--- src/rtl/tu_pkg.sv ---
package tu_pkg;

  typedef enum logic [1:0] {
    W_DATA  = 2'd0,
    W_FS    = 2'd1,
    W_STUFF = 2'd2,
    W_FE    = 2'd3
  } word_kind_e;

  // Lane count from the 2-bit select.
  function automatic int lanes_of(logic [1:0] sel);
    case (sel)
      2'd0:    return 1;
      2'd1:    return 2;
      default: return 4;
    endcase
  endfunction

  // Words of the packed stream in one unit (two symbols per word).
  function automatic int tu_words_of(int syms, int lanes);
    return (syms * lanes) / 2;
  endfunction

  // Words taken by one fill marker: one symbol time over all lanes, at least one word.
  function automatic int marker_of(int lanes);
    return (lanes >= 4) ? 2 : 1;
  endfunction

  // Keep a grant that leaves room for both markers, or make the unit full.
  function automatic int clamp_grant(int g, int tw, int m);
    if (g >= tw) return tw;
    if (g > tw - 2 * m) return tw - 2 * m;
    return g;
  endfunction

  // Kind of a fill word from its place in the unit and in the fill.
  function automatic word_kind_e fill_kind(int pos, int fidx, int tw, int m);
    if (pos >= tw - m) return W_FE;
    if (fidx < m) return W_FS;
    return W_STUFF;
  endfunction

endpackage

--- src/rtl/tu_throttle.sv ---
module tu_throttle
  import tu_pkg::*;
#(
  parameter int TU_SYMS = 64,
  parameter int INT_W   = 8,
  parameter int FRAC_W  = 8,
  parameter int POS_W   = 8
) (
  input  logic              clk,
  input  logic              rst_n,
  input  logic              start,
  input  logic              advance,
  input  logic [1:0]        lane_in,
  input  logic [INT_W-1:0]  int_in,
  input  logic [FRAC_W-1:0] frac_in,
  output logic [POS_W-1:0]  grant,
  output logic [POS_W-1:0]  tw,
  output logic [1:0]        mk
);

  logic [INT_W-1:0]  int_q;
  logic [FRAC_W-1:0] frac_q;
  logic [FRAC_W-1:0] acc_q;
  logic [FRAC_W:0]   sum;
  int lanes_n, tw_n, mk_n, g_start, g_adv;

  assign sum = {1'b0, acc_q} + {1'b0, frac_q};

  always_comb begin
    lanes_n = lanes_of(lane_in);
    tw_n    = tu_words_of(TU_SYMS, lanes_n);
    mk_n    = marker_of(lanes_n);
    g_start = clamp_grant(int'(int_in), tw_n, mk_n);
    g_adv   = clamp_grant(int'(int_q) + int'(sum[FRAC_W]), int'(tw), int'(mk));
  end

  always_ff @(posedge clk) begin
    if (!rst_n) begin
      int_q  <= '0;
      frac_q <= '0;
      acc_q  <= '0;
      grant  <= '0;
      tw     <= POS_W'(TU_SYMS / 2);
      mk     <= 2'd1;
    end else if (start) begin
      int_q  <= int_in;
      frac_q <= frac_in;
      acc_q  <= frac_in;
      grant  <= POS_W'(g_start);
      tw     <= POS_W'(tw_n);
      mk     <= 2'(mk_n);
    end else if (advance) begin
      acc_q  <= sum[FRAC_W-1:0];
      grant  <= POS_W'(g_adv);
    end
  end

endmodule

--- src/rtl/tu_sequencer.sv ---
module tu_sequencer
  import tu_pkg::*;
#(
  parameter int POS_W = 8
) (
  input  logic             clk,
  input  logic             rst_n,
  input  logic             start,
  input  logic             in_valid,
  input  logic             line_end,
  input  logic [POS_W-1:0] grant,
  input  logic [POS_W-1:0] tw,
  input  logic [1:0]       mk,
  output logic             in_ready,
  output logic             emit,
  output word_kind_e       kind,
  output logic             tu_last,
  output logic             advance,
  output logic             fill_emit,
  output logic [POS_W-1:0] pos,
  output logic             underflow
);

  logic             active_q, ended_q;
  logic [POS_W-1:0] dcnt_q, fidx_q;
  logic             data_phase, take, stall, finish;

  assign data_phase = active_q && !ended_q && (dcnt_q < grant);
  assign in_ready   = data_phase;
  assign take       = data_phase && in_valid;
  assign stall      = data_phase && !in_valid;
  assign emit       = active_q && !stall;
  assign fill_emit  = emit && !take;
  assign tu_last    = (pos == tw - POS_W'(1));
  assign finish     = emit && tu_last && (ended_q || (take && line_end));
  assign advance    = emit && tu_last && !finish;

  always_comb begin
    if (take) kind = W_DATA;
    else      kind = fill_kind(int'(pos), int'(fidx_q), int'(tw), int'(mk));
  end

  always_ff @(posedge clk) begin
    if (!rst_n) begin
      active_q  <= 1'b0;
      ended_q   <= 1'b0;
      pos       <= '0;
      dcnt_q    <= '0;
      fidx_q    <= '0;
      underflow <= 1'b0;
    end else if (start) begin
      active_q  <= 1'b1;
      ended_q   <= 1'b0;
      pos       <= '0;
      dcnt_q    <= '0;
      fidx_q    <= '0;
      underflow <= 1'b0;
    end else begin
      if (stall) underflow <= 1'b1;
      if (emit) begin
        if (take) begin
          dcnt_q <= dcnt_q + POS_W'(1);
          if (line_end) ended_q <= 1'b1;
        end else begin
          fidx_q <= fidx_q + POS_W'(1);
        end
        if (tu_last) begin
          pos    <= '0;
          dcnt_q <= '0;
          fidx_q <= '0;
          if (finish) active_q <= 1'b0;
        end else begin
          pos <= pos + POS_W'(1);
        end
      end
    end
  end

endmodule

--- src/rtl/tu_framer.sv ---
module tu_framer
  import tu_pkg::*;
#(
  parameter logic [7:0] FS_CODE = 8'hF7,
  parameter logic [7:0] FE_CODE = 8'hFB
) (
  input  logic        clk,
  input  logic        rst_n,
  input  logic        emit,
  input  word_kind_e  kind,
  input  logic [15:0] in_data,
  output logic        out_valid,
  output logic [15:0] out_data,
  output logic [1:0]  out_ctrl
);

  logic [15:0] d_n;
  logic [1:0]  c_n;

  always_comb begin
    case (kind)
      W_DATA:  begin d_n = in_data;            c_n = 2'b00; end
      W_FS:    begin d_n = {FS_CODE, FS_CODE}; c_n = 2'b11; end
      W_FE:    begin d_n = {FE_CODE, FE_CODE}; c_n = 2'b11; end
      default: begin d_n = '0;                 c_n = 2'b00; end
    endcase
  end

  always_ff @(posedge clk) begin
    if (!rst_n) begin
      out_valid <= 1'b0;
      out_data  <= '0;
      out_ctrl  <= '0;
    end else begin
      out_valid <= emit;
      out_data  <= emit ? d_n : '0;
      out_ctrl  <= emit ? c_n : '0;
    end
  end

endmodule

--- src/rtl/tu_packetizer.sv ---
module tu_packetizer
  import tu_pkg::*;
#(
  parameter int         TU_SYMS = 64,
  parameter int         INT_W   = 8,
  parameter int         FRAC_W  = 8,
  parameter logic [7:0] FS_CODE = 8'hF7,
  parameter logic [7:0] FE_CODE = 8'hFB
) (
  input  logic              clk,
  input  logic              rst_n,
  input  logic              line_start,
  input  logic [1:0]        lane_sel,
  input  logic [INT_W-1:0]  ratio_int,
  input  logic [FRAC_W-1:0] ratio_frac,
  input  logic [15:0]       in_data,
  input  logic              in_valid,
  input  logic              line_end,
  output logic              in_ready,
  output logic [15:0]       out_data,
  output logic [1:0]        out_ctrl,
  output logic              out_valid,
  output logic              underflow
);

  localparam int MAX_TW = TU_SYMS * 2;
  localparam int POS_W  = $clog2(MAX_TW + 1);

  logic [POS_W-1:0] grant_w, tw_w, pos_w;
  logic [1:0]       mk_w;
  logic             emit_w, tu_last_w, advance_w, fill_emit_w;
  word_kind_e       kind_w;

  tu_throttle #(
    .TU_SYMS(TU_SYMS), .INT_W(INT_W), .FRAC_W(FRAC_W), .POS_W(POS_W)
  ) u_throttle (
    .clk(clk), .rst_n(rst_n), .start(line_start), .advance(advance_w),
    .lane_in(lane_sel), .int_in(ratio_int), .frac_in(ratio_frac),
    .grant(grant_w), .tw(tw_w), .mk(mk_w)
  );

  tu_sequencer #(.POS_W(POS_W)) u_seq (
    .clk(clk), .rst_n(rst_n), .start(line_start), .in_valid(in_valid),
    .line_end(line_end), .grant(grant_w), .tw(tw_w), .mk(mk_w),
    .in_ready(in_ready), .emit(emit_w), .kind(kind_w), .tu_last(tu_last_w),
    .advance(advance_w), .fill_emit(fill_emit_w), .pos(pos_w),
    .underflow(underflow)
  );

  tu_framer #(.FS_CODE(FS_CODE), .FE_CODE(FE_CODE)) u_framer (
    .clk(clk), .rst_n(rst_n), .emit(emit_w), .kind(kind_w),
    .in_data(in_data), .out_valid(out_valid), .out_data(out_data),
    .out_ctrl(out_ctrl)
  );

endmodule

--- config.mk ---
export PLATFORM = sky130hd
export DESIGN_NAME = tu_packetizer
export DESIGN_NICKNAME = d
export VERILOG_FILES = /design/src/rtl/tu_pkg.sv /design/src/rtl/tu_throttle.sv /design/src/rtl/tu_sequencer.sv /design/src/rtl/tu_framer.sv /design/src/rtl/tu_packetizer.sv
export SDC_FILE = /design/constraint.sdc
export NUM_CORES = 1
export LEC_CHECK = 0
export ABC_AREA = 1
export BUFFER_PORTS_ARGS = -buffer_cell sky130_fd_sc_hd__buf_2
export CAP_MARGIN = 10
export CORE_MARGIN = 2
export CORE_UTILIZATION = 55
export DETAILED_ROUTE_END_ITERATION = 8
export GPL_TIMING_DRIVEN = 0
export MAX_ROUTING_LAYER = met4
export PLACE_DENSITY = 0.76
export SLEW_MARGIN = 20
export SYNTH_ARGS = -nofsm -noshare
export SYNTH_HDL_FRONTEND = slang
export SYNTH_SLANG_ARGS = --single-unit
export TNS_END_PERCENT = 1
--- constraint.sdc ---
create_clock -name clk -period 11.29 [get_ports clk]
set_input_delay 2.258 -clock clk [delete_from_list [all_inputs] [get_ports clk]]
set_output_delay 2.258 -clock clk [all_outputs]
set_load 0.005 [all_outputs]
[Yosys cells after proc, flatten, opt, wreduce, memory -nomap -nowiden]
Index checks and enable logic that the tools add are counted.
Word-level totals
  register bits: 83
  logic and storage cells: 107
Operators by class
  $add $sub $neg: 9
  $lt $le $gt $ge: 8
  equal/unequal tests: 5
  muxes and demuxes: 41
  bitwise gates (word level): 1
  reduce and logical (&&, ||, !) cells: 28
Operators with widths (count)
  8-bit two-way mux: 17
  16-bit case mux with 3 select lines: 1
  9-bit by 32-bit greater-or-equal comparator with 1-bit output: 1
  9-bit by 32-bit greater-than comparator with 1-bit output: 1
  8-bit by 1-bit adder with 8-bit output, second input constant: 3
  8-bit by 3-bit subtractor with 9-bit output: 2
  1-bit two-way mux: 15
  2-bit two-way mux: 7
  10-bit by 9-bit greater-than comparator with 1-bit output: 1
  2-bit nonzero test: 5
  8-bit by 1-bit adder with 9-bit output: 1
  8-bit by 8-bit adder with 9-bit output: 1
  9-bit by 8-bit greater-or-equal comparator with 1-bit output: 1
  1-bit logical AND: 9
  8-bit by 2-bit subtractor with 9-bit output: 1
  8-bit equality test: 1
  8-bit greater-or-equal comparator: 1
  8-bit by 2-bit < comparator with 1-bit output: 1
  8-bit < comparator: 1
  8-bit by 1-bit subtractor with 8-bit output, second input constant: 1
  3-bit case mux with 2 select lines: 1
  2-bit AND reduction: 3
  3-bit AND reduction: 2
  2-bit by 1-bit equality test with 1-bit output, second input constant: 2
  other kinds (8): 13

[Logic depth before layout (Yosys ltp)]
Gate-level depths: netlist of run 1.
  depth in word-level cells: 13
  mapped depth: 31

[Cells and area by module]
Synthesis of run 1 repeated with hierarchy kept, for this count alone.
Unflattened totals
  cell total of the unflattened synthesis: 829
  area, all modules: 5600.4 um2
By module, submodules not included
  tu_throttle: instances 1, cells an instance 393, area each 2661.3 um2
  tu_sequencer: instances 1, cells an instance 375, area each 2381.0 um2
  tu_framer: instances 1, cells an instance 61, area each 558.0 um2

[Worst setup path before layout of run 1]
Ideal clock, no wire load.
  path type: input to register
  start point: in lane_sel[1]
  end point: reg u_throttle.grant[5]
  setup time: 0.111 ns
  arrival time: 4.107 ns
  required time: 11.179 ns
  slack: 7.072 ns
  stages: 15
  buffers on the path: 0
  cell sequence: nor2_1 > inv_1 > ha_1 > ha_1 > nand2_1 > nor3_1 > nand2_1 > nand3_1 > nand2_1 > nand2_1 > o21ai_0 > o21ai_0 > nand2_1 > nor2_1 > nor2_1
On the way
  cells in the longest elaborated chain, start to end: 11
RTL lines
  start: declaration: line tu_packetizer.sv:13  | input logic [1:0] lane_sel,
  2-bit by 1-bit equality test with 1-bit output or 2-bit logical NOT (tied branches): line tu_pkg.sv:12  | case (sel)
  3-bit case mux with 2 select lines *: line tu_pkg.sv:12
  3-bit greater-or-equal comparator: line tu_pkg.sv:26  | return (lanes >= 4) ? 2 : 1;
  2-bit two-way mux: line tu_pkg.sv:26
  8-bit by 3-bit subtractor with 9-bit output: line tu_pkg.sv:32  | if (g > tw - 2 * m) return tw - 2 * m;
  9-bit by 32-bit greater-than comparator with 1-bit output: line tu_pkg.sv:32
  1-bit two-way mux (2 in series): line tu_pkg.sv:32
  8-bit two-way mux: line tu_pkg.sv:33  | return g;
  8-bit two-way mux *: line tu_pkg.sv:32
  8-bit two-way mux *: line tu_throttle.sv:45  | end else if (start) begin
  end signal: assignment: line tu_throttle.sv:49  | grant <= POS_W'(g_start);
  end signal: assignment: line tu_throttle.sv:54  | grant <= POS_W'(g_adv);
  end: declaration: line tu_throttle.sv:16  | output logic [POS_W-1:0] grant,
Mark *: on every way between the ends. The rest lies on a longest branch, timed or not. The select of a mux whose other input is x is not followed.
A chain may end at the register's enable or synchronous reset.

==> key figures, run 1 <==
Timing
  • Slew @ Worst Pin: 0.628 ns
  • Max frequency: between 200 and 250 MHz
  • Final Hold Vio Count: 0
  • Unrepaired setup endpoints after global routing: false
  • Clock Skew: ~0.011 ns
  • Count of final max-slew check failures: 0
  • Fin Setup TNS: 0 ns
  • Fin crit period: ~4.4 ns
  • Final setup violation count: 0
  • Fin Hold WS: 0.475 ns
  • Rel. slew slack: 0.581
  • Final Cycle Share: 0.387

Layout
  • Post-route insts no fill: 904
  • # diodes: 0
  • Layout cells sized above 1: 0.127
  • Final Instance Area: 5620 um2
  • Layout area overhead: 12.3%
  • # nets final: 882

Hold path
  • Hold depth: 2
  • Worst hold path class: flop to flop
  • Hold Crit Start: u_seq.underflow

Place
  • Hpwl dp: between 9 and 10 mm
  • Placed Area: around 5400 um2
  • GPL Wtd Cong: between 0.9 and 1
  • Buffers on Ports: between 50 and 60
  • Inst Count DP: between 800 and 900

Clocking
  • # Post-CTS Setup Buffers: 0
  • Sink Count: 82
  • Hold Buf Count CTS: 0
  • CTS tree: built
  • Resized Gates After CTS: 0
  • Clock latency on the worst-skew pair: about 0.37 ns
  • Clk root buf: clkbuf_8
  • CTS buffer count: 9
  • Deepest clock path buffer count: 2
  • Clk slew on worst S/H paths: around 0.090 ns
  • Htree depth: 3

Die
  • Die Area: 9880 um2
  • # rows: 34
  • I/O pin count: 60
  • DIE HEIGHT: between 90 and 100 um
  • Initial core utilization: 0.571
  • Core footprint: 8760 um2
  • Die W: roughly 100 um

Routing
  • Final ANT Viol Nets: 0
  • Met2 wire length: between 5 and 6 mm
  • WL final: about 12 mm
  • DR top layer: met4
  • Drt drc: 0
  • Metal-1 WL: about 5.5 mm
  • Vias post-DR: about 4900
  • Met3 WL: between 700 and 800 um
  • DRT Pass-1 Iters: 5
  • Iter 0 DRT Violations: between 200 and 250
  • Drt wl/cell: roughly 13 um
  • Vias per cell: 5.39

Critical path
  • Reg2Reg Depth: 28
  • Max FO, Critical Path: 6
  • Crit end category: flop
  • Critical Path RT: between 10 and 15 ns
  • Worst R2R Start: u_throttle.acc_q[0]
  • CP startpoint kind: input port
  • Setup Crit Path Kind: input port to flop
  • Worst Path Arrival: between 4 and 5 ns
  • Crit path launch: lane_sel[1]

Power
  • PwrDens: between 100 and 150 nW/um2
  • Pleak: between 2 and 3 nW
  • Maximum VDD drop: roughly 0.000055 V

Synthesis
  • Post-Syn Area: 5000 um2
  • Syn nets: 813
  • Number of flops mapped to enable cells by yosys: 0
  • Sequential share of the synthesized area: 0.328
  • Ys async rst share: 0
  • Yosys reg bits: 82
  • Synth warn: 0
  • Syn Area/Cell: between 6 and 7 um2
  • Syn Inst Count: between 700 and 800
  • Distinct cell type count after synthesis: 38
  • Top FF cell, synth: dfxtp_1

Run status
  • Status: complete, no violations

GRT
  • Largest net degree at the start of global routing: 16
  • First-pass GRT wire length: 20.5 mm
  • Grt total ovfl: 0
  • Initial antenna violation count: 0
  • Total track usage: 0.261
  • Vias in the first global route: between 4000 and 5000

Job
  • Max cap viols: 0
[synth_stat cells (3+ instances only)]
| library cell | instances | area share |
|---|---|---|
| nand3_1 | 38 | 0.038 |
| nand2_2 | 4 | 0.0050 |
| nand2_1 | 174 | 0.13 |
| inv_2 | 6 | 0.0045 |
| o22ai_1 | 6 | 0.0075 |
| nor3b_1 | 7 | 0.011 |
| clkbuf_1 | 8 | 0.0060 |
| buf_4 | 3 | 0.0045 |
| o21a_1 | 3 | 0.0045 |
| o21ai_1 | 4 | 0.0040 |
| ha_1 | 51 | 0.13 |
| a21oi_1 | 74 | 0.074 |
| nor3_1 | 9 | 0.0090 |
| o21ai_0 | 42 | 0.042 |
| nor2_1 | 64 | 0.048 |
| dfxtp_1 | 82 | 0.33 |
| nand4_1 | 14 | 0.018 |
| o211ai_1 | 6 | 0.0090 |
| inv_1 | 90 | 0.068 |
| xor2_1 | 8 | 0.014 |
| buf_2 | 3 | 0.0030 |
| xnor2_1 | 4 | 0.0070 |
[layout by cell type (no fill, tap or decap), drive strengths merged, types with 2 or more instances in the layout]
cell / netlist / routed
a21oi: 74 / 74
buf: 9 / 67
clkbuf: 8 / 18
clkinv: 1 / 4
dfxtp: 82 / 82
ha: 51 / 51
inv: 96 / 98
nand2: 180 / 180
nand3: 38 / 38
nand4: 15 / 15
nor2: 68 / 68
nor3: 9 / 9
nor3b: 7 / 7
nor4: 2 / 2
o211ai: 6 / 6
o21a: 3 / 3
o21ai: 47 / 47
o22ai: 6 / 6
or2: 2 / 2
xnor2: 4 / 4
xor2: 8 / 8
[area by class of cell]
cell class | instances | area, um2
inverters | 97 | 364
clock buffers | 10 | 138
well taps | 108 | 135
repair buffers | 58 | 290
plain buffers | 17 | 86.3
clock inverters | 6 | 50.0
fillers | 790 | 3150
multi-input cells | 526 | 2910
flip-flops and latches | 82 | 1640
[routing by layer]
metal,GRT usage,vias to the layer above
met5,-,-
met4,0.109,0
met3,0.0365,31
met2,0.425,149
met1,0.326,2182
li1,-,2508
[flip-flops by register name, summed over array words and instances (netlist names), 2 cells and up]
name,count
u_seq.pos,8
u_throttle.int_q,8
u_seq.fidx_q,8
u_throttle.acc_q,8
u_throttle.mk,2
u_throttle.tw,3
u_framer.out_data,16
u_throttle.frac_q,8
u_seq.dcnt_q,8
u_throttle.grant,8
[path summary, 6_finish.rpt]
path / end / slack, ns
setup / recovery: u_throttle.grant[2] / 6.92
hold reg to reg: u_seq.underflow / 0.47
hold / removal: u_seq.underflow / 0.47
setup reg to reg: u_throttle.grant[5] / 7.02
[power by group]
group | internal, mW | switching (mW) | total (mW)
clock network | 0.0886 | 0.121 | 0.210
logic | 0.0515 | 0.0907 | 0.142
registers | 0.305 | 0.00956 | 0.314
[cell families (layout without fill, tap and decap cells)]
group / after synthesis / after routing / share of synthesized area
and+or+nand+nor: 323 / 323 / 0.282
DFF: 82 / 82 / 0.328
buffers and inverters: 114 / 188 / 0.0900
xor gates and xnor gates: 12 / 12 / 0.0210
AOI/OAI and AO/OA: 139 / 139 / 0.147
adders and majority gates: 52 / 52 / 0.132
[stage by stage]
| stage | util | total power, mW | worst slack [ns] |
|---|---|---|---|
| final | 0.641 | 0.666 | 6.92 |
| after global routing | 0.641 | 0.702 | 6.58 |
| after CTS | 0.641 | 0.667 | 7.01 |
| after detailed placement | 0.620 | 0.460 | 6.64 |
| after global placement | 0.620 | 0.456 | 6.63 |
| after floorplan | - | 0.418 | 7.07 |
[worst max-delay path, cell delays in order]
cell     delay, ns
buf_2         0.10
nor2_1        0.32
inv_1         0.15
ha_1          0.24
inv_1         0.11
ha_1          0.27
nand2_1       0.08
nor2_1        0.04
nor3b_1       0.17
o21a_1        0.19
inv_1         0.11
nor2_1        0.22
o21ai_0       0.18
nand2_1       0.11
nor2_1        0.05
nor2_1        0.09
No activity file was read; power rests on OpenSTA's default activity.
==> inputs of run 2 (changes only) <==
--- a/config.mk
+++ b/config.mk
@@ -9,11 +9,11 @@
 export BUFFER_PORTS_ARGS = -buffer_cell sky130_fd_sc_hd__buf_2
 export CAP_MARGIN = 10
 export CORE_MARGIN = 2
-export CORE_UTILIZATION = 55
+export CORE_UTILIZATION = 53
 export DETAILED_ROUTE_END_ITERATION = 8
 export GPL_TIMING_DRIVEN = 0
 export MAX_ROUTING_LAYER = met4
-export PLACE_DENSITY = 0.76
+export PLACE_DENSITY = 0.77
 export SLEW_MARGIN = 20
 export SYNTH_ARGS = -nofsm -noshare
 export SYNTH_HDL_FRONTEND = slang
==> constraint.sdc (replaced) <==
create_clock -name clk -period 4 [get_ports clk]
set_input_delay 0.8 -clock clk [delete_from_list [all_inputs] [get_ports clk]]
set_output_delay 0.8 -clock clk [all_outputs]
set_load 0.005 [all_outputs]
==> key figures, run 2 (synthesis gave the netlist of run 1 again) <==
Power
  • Pleak: 2.83 nW (was 2.77 nW)
  • Sequential share of power: 0.460 (was 0.472)
  • Switching power: 0.609 mW (was 0.221 mW)
  • Maximum VDD drop: 0.000168 V (was 0.0000553 V)
  • Total power: 1.93 mW (was 0.666 mW)
  • P_int: 1.32 mW (was 0.445 mW)
  • Clock share of power: 0.312 (was 0.315)
  • Switching Share: 0.315 (was 0.332)
  • PwrDens: 331 nW/um2 (was 119 nW/um2)
  • Combinational power share: 0.228 (was 0.214)

Critical path
  • R2R Path End: u_throttle.grant[5] (unchanged)
  • Critical Path RT: 4.25 ns (was 11.61 ns)
  • R2r setup slk: 0.04 ns (was 7.02 ns)
  • Max FO, Critical Path: 5 (was 6)
  • Crit end category: flop (unchanged)
  • Reg2Reg Depth: 31 (was 28)
  • Crit path max-delay cell type: fa_2 (was nor2_1)
  • CP Buf/Inv Count: 3 (was 4)
  • Worst Path Arrival: 4.21 ns (was 4.69 ns)
  • CP startpoint kind: flop (was input port)
  • Worst R2R Start: u_throttle.acc_q[0] (unchanged)
  • CP max stage delay: 0.39 ns (was 0.32 ns)
  • CP top delay family: simple AND/OR/NAND/NOR gates (unchanged)
  • Setup Crit Path Kind: flop to flop (was input port to flop)

Layout
  • Register name with the most flops: u_framer.out_data (unchanged)
  • # diodes: 0 (unchanged)
  • Final core occ: 0.634 (was 0.641)
  • Footprint of the multi-input gates: 3060 um2 (was 2910 um2)
  • Final-layout fill cell count: 833 (was 790)
  • Layout area overhead: 16.5% (was 12.3%)
  • Post-route insts no fill: 914 (was 904)
  • FF/Latch Area: 1640 um2 (about the same)
  • Most frequent cells in the layout: 165 x nand2_1, 87 x inv_1, 80 x dfxtp_1 (was 174 x nand2_1, 90 x inv_1, 82 x dfxtp_1)
  • Layout cells sized above 1: 0.172 (was 0.127)
  • Commonest non-fill, non-tap cell in the layout: nand2_1 (unchanged)
  • # nets final: 890 (was 882)
  • Final Instance Area: 5830 um2 (was 5620 um2)
  • Max reg flops: 16 (unchanged)

Hold path
  • Hold Crit Start: u_seq.underflow (unchanged)
  • Worst hold path class: flop to flop (unchanged)
  • Hold depth: 2 (unchanged)
  • WHS Endpoint: u_seq.underflow (unchanged)

Routing
  • DRT Pass-1 Iters: 5 (unchanged)
  • WL final: 12.7 mm (was 12.2 mm)
  • Drt wl/cell: 13.9 um (was 13.5 um)
  • Drt drc: 0 (unchanged)
  • Final ANT Viol Nets: 0 (unchanged)
  • Vias post-DR: 4951 (was 4870)
  • Vias per cell: 5.42 (was 5.39)
  • Iter 0 DRT Violations: 223 (was 226)

Timing
  • Fin crit period: slightly below 4 ns
  • Max frequency: roughly 250 MHz
  • Rel. slew slack: 0.612 (was 0.581)
  • Final Cycle Share: 0.990
  • Final setup margin: 0.0401 ns (was 6.92 ns)
  • Fin Setup TNS: 0 ns (unchanged)
  • Clock Skew: 0.0107 ns (was 0.0112 ns)
  • Count of final max-slew check failures: 0 (unchanged)
  • Final setup violation count: 0 (unchanged)
  • Fin Hold WS: 0.464 ns (was 0.475 ns)
  • Unrepaired setup endpoints after global routing: true (was false)
  • Slew @ Worst Pin: 0.582 ns (was 0.628 ns)
  • Final Hold Vio Count: 0 (unchanged)

Die
  • Core footprint: 9200 um2 (was 8760 um2)
  • I/O pin count: 60 (unchanged)
  • Initial core utilization: 0.544 (was 0.571)
  • Die W: 101 um (was 99.4 um)
  • # rows: 35 (was 34)
  • Die Area: 10200 um2 (was 9880 um2)
  • DIE HEIGHT: 101 um (was 99.4 um)

Clocking
  • Htree depth: 3 (unchanged)
  • Clk root buf: clkbuf_8 (unchanged)
  • Sink Count: 82 (unchanged)
  • CTS tree: built (unchanged)
  • Hold Buf Count CTS: 0 (unchanged)
  • Clk slew on worst S/H paths: 0.08 ns (was 0.09 ns)
  • Clock latency on the worst-skew pair: 0.35 ns (was 0.37 ns)
  • CTS buffer count: 9 (unchanged)
  • Deepest clock path buffer count: 2 (unchanged)

Place
  • Dpl ws: -0.363 ns (was 6.64 ns)
  • Placed Area: 5430 um2 (about the same)
  • Inst Count DP: 891 (was 888)
  • Hpwl dp: 9.43 mm (was 9.21 mm)
  • Buffers on Ports: 58 (unchanged)
  • GPL Wtd Cong: 0.968 (was 0.927)

GRT
  • Vias in the first global route: 4582 (was 4593)
  • Largest net degree at the start of global routing: 14 (was 16)
  • Grt total ovfl: 0 (unchanged)
  • First-pass GRT wire length: 20.4 mm (was 20.5 mm)
  • Total track usage: 0.255 (was 0.261)
  • Initial antenna violation count: 0 (unchanged)

Job
  • Max cap viols: 0 (unchanged)

Run status
  • Status: complete, no violations (unchanged)
-- run 2: cell types whose count changed in the layout (fill, tap and decap cells not counted), sizes merged --
cell	before	now
nand2	180	181
buf	67	74
bufinv	0	1
clkinvlp	1	0
inv	98	97
-- run 2: worst max-delay path by stage --
stage	start	endpoint	slack, ns	depth (start not counted)
final	u_throttle.acc_q[0]	u_throttle.grant[5]	0.04	31
after global routing	u_throttle.acc_q[0]	u_throttle.grant[5]	-0.11	31
after CTS	u_throttle.acc_q[0]	u_throttle.grant[0]	0.001	30
after detailed placement	u_throttle.acc_q[0]	u_throttle.grant[0]	-0.36	30
after global placement	u_throttle.acc_q[0]	u_throttle.grant[0]	-0.16	30
after floorplan	u_throttle.acc_q[0]	u_throttle.grant[0]	0.33	30
-- run 2: worst min-delay path, cell delays in order, from the launching register on --
cell and delay (ns):
dfxtp_1 0.32, inv_1 0.05, a21oi_1 0.05
-- run 2: timing repair --
item	in CTS	in global routing
pin swaps	3	19
buffers inserted	0	7
cloned	0	1
gates resized for setup	12	28
setup endpoints to repair	8	8
-- run 2: power by group through the flow --
stage | Sequential, mW | Combinational [mW] | Clock, mW
3_3_place_gp | 0.903 | 0.383 | 0
6_report | 0.888 | 0.441 | 0.603
3_5_place_dp | 0.905 | 0.397 | 0
4_1_cts | 0.886 | 0.407 | 0.611
5_1_grt | 0.893 | 0.491 | 0.648
2_1_floorplan | 0.901 | 0.280 | 0
-- run 2: area by class of cell --
type | instances | area share
clock inverter | 5 | 0.00923
sequential | 82 | 0.282
buffer | 17 | 0.0148
multi-input combinational | 527 | 0.525
tap | 111 | 0.0238
timing repair buffer | 65 | 0.0588
inverter | 97 | 0.0625
clock buffer | 10 | 0.0236
-- run 2: layer usage --
layer,vias up,routed length (um),GRT usage
met5,-,0,-
met4,0,225,0.0800
met3,23,551,0.0311
met2,141,6090,0.437
met1,2265,5840,0.313
li1,2522,-,-
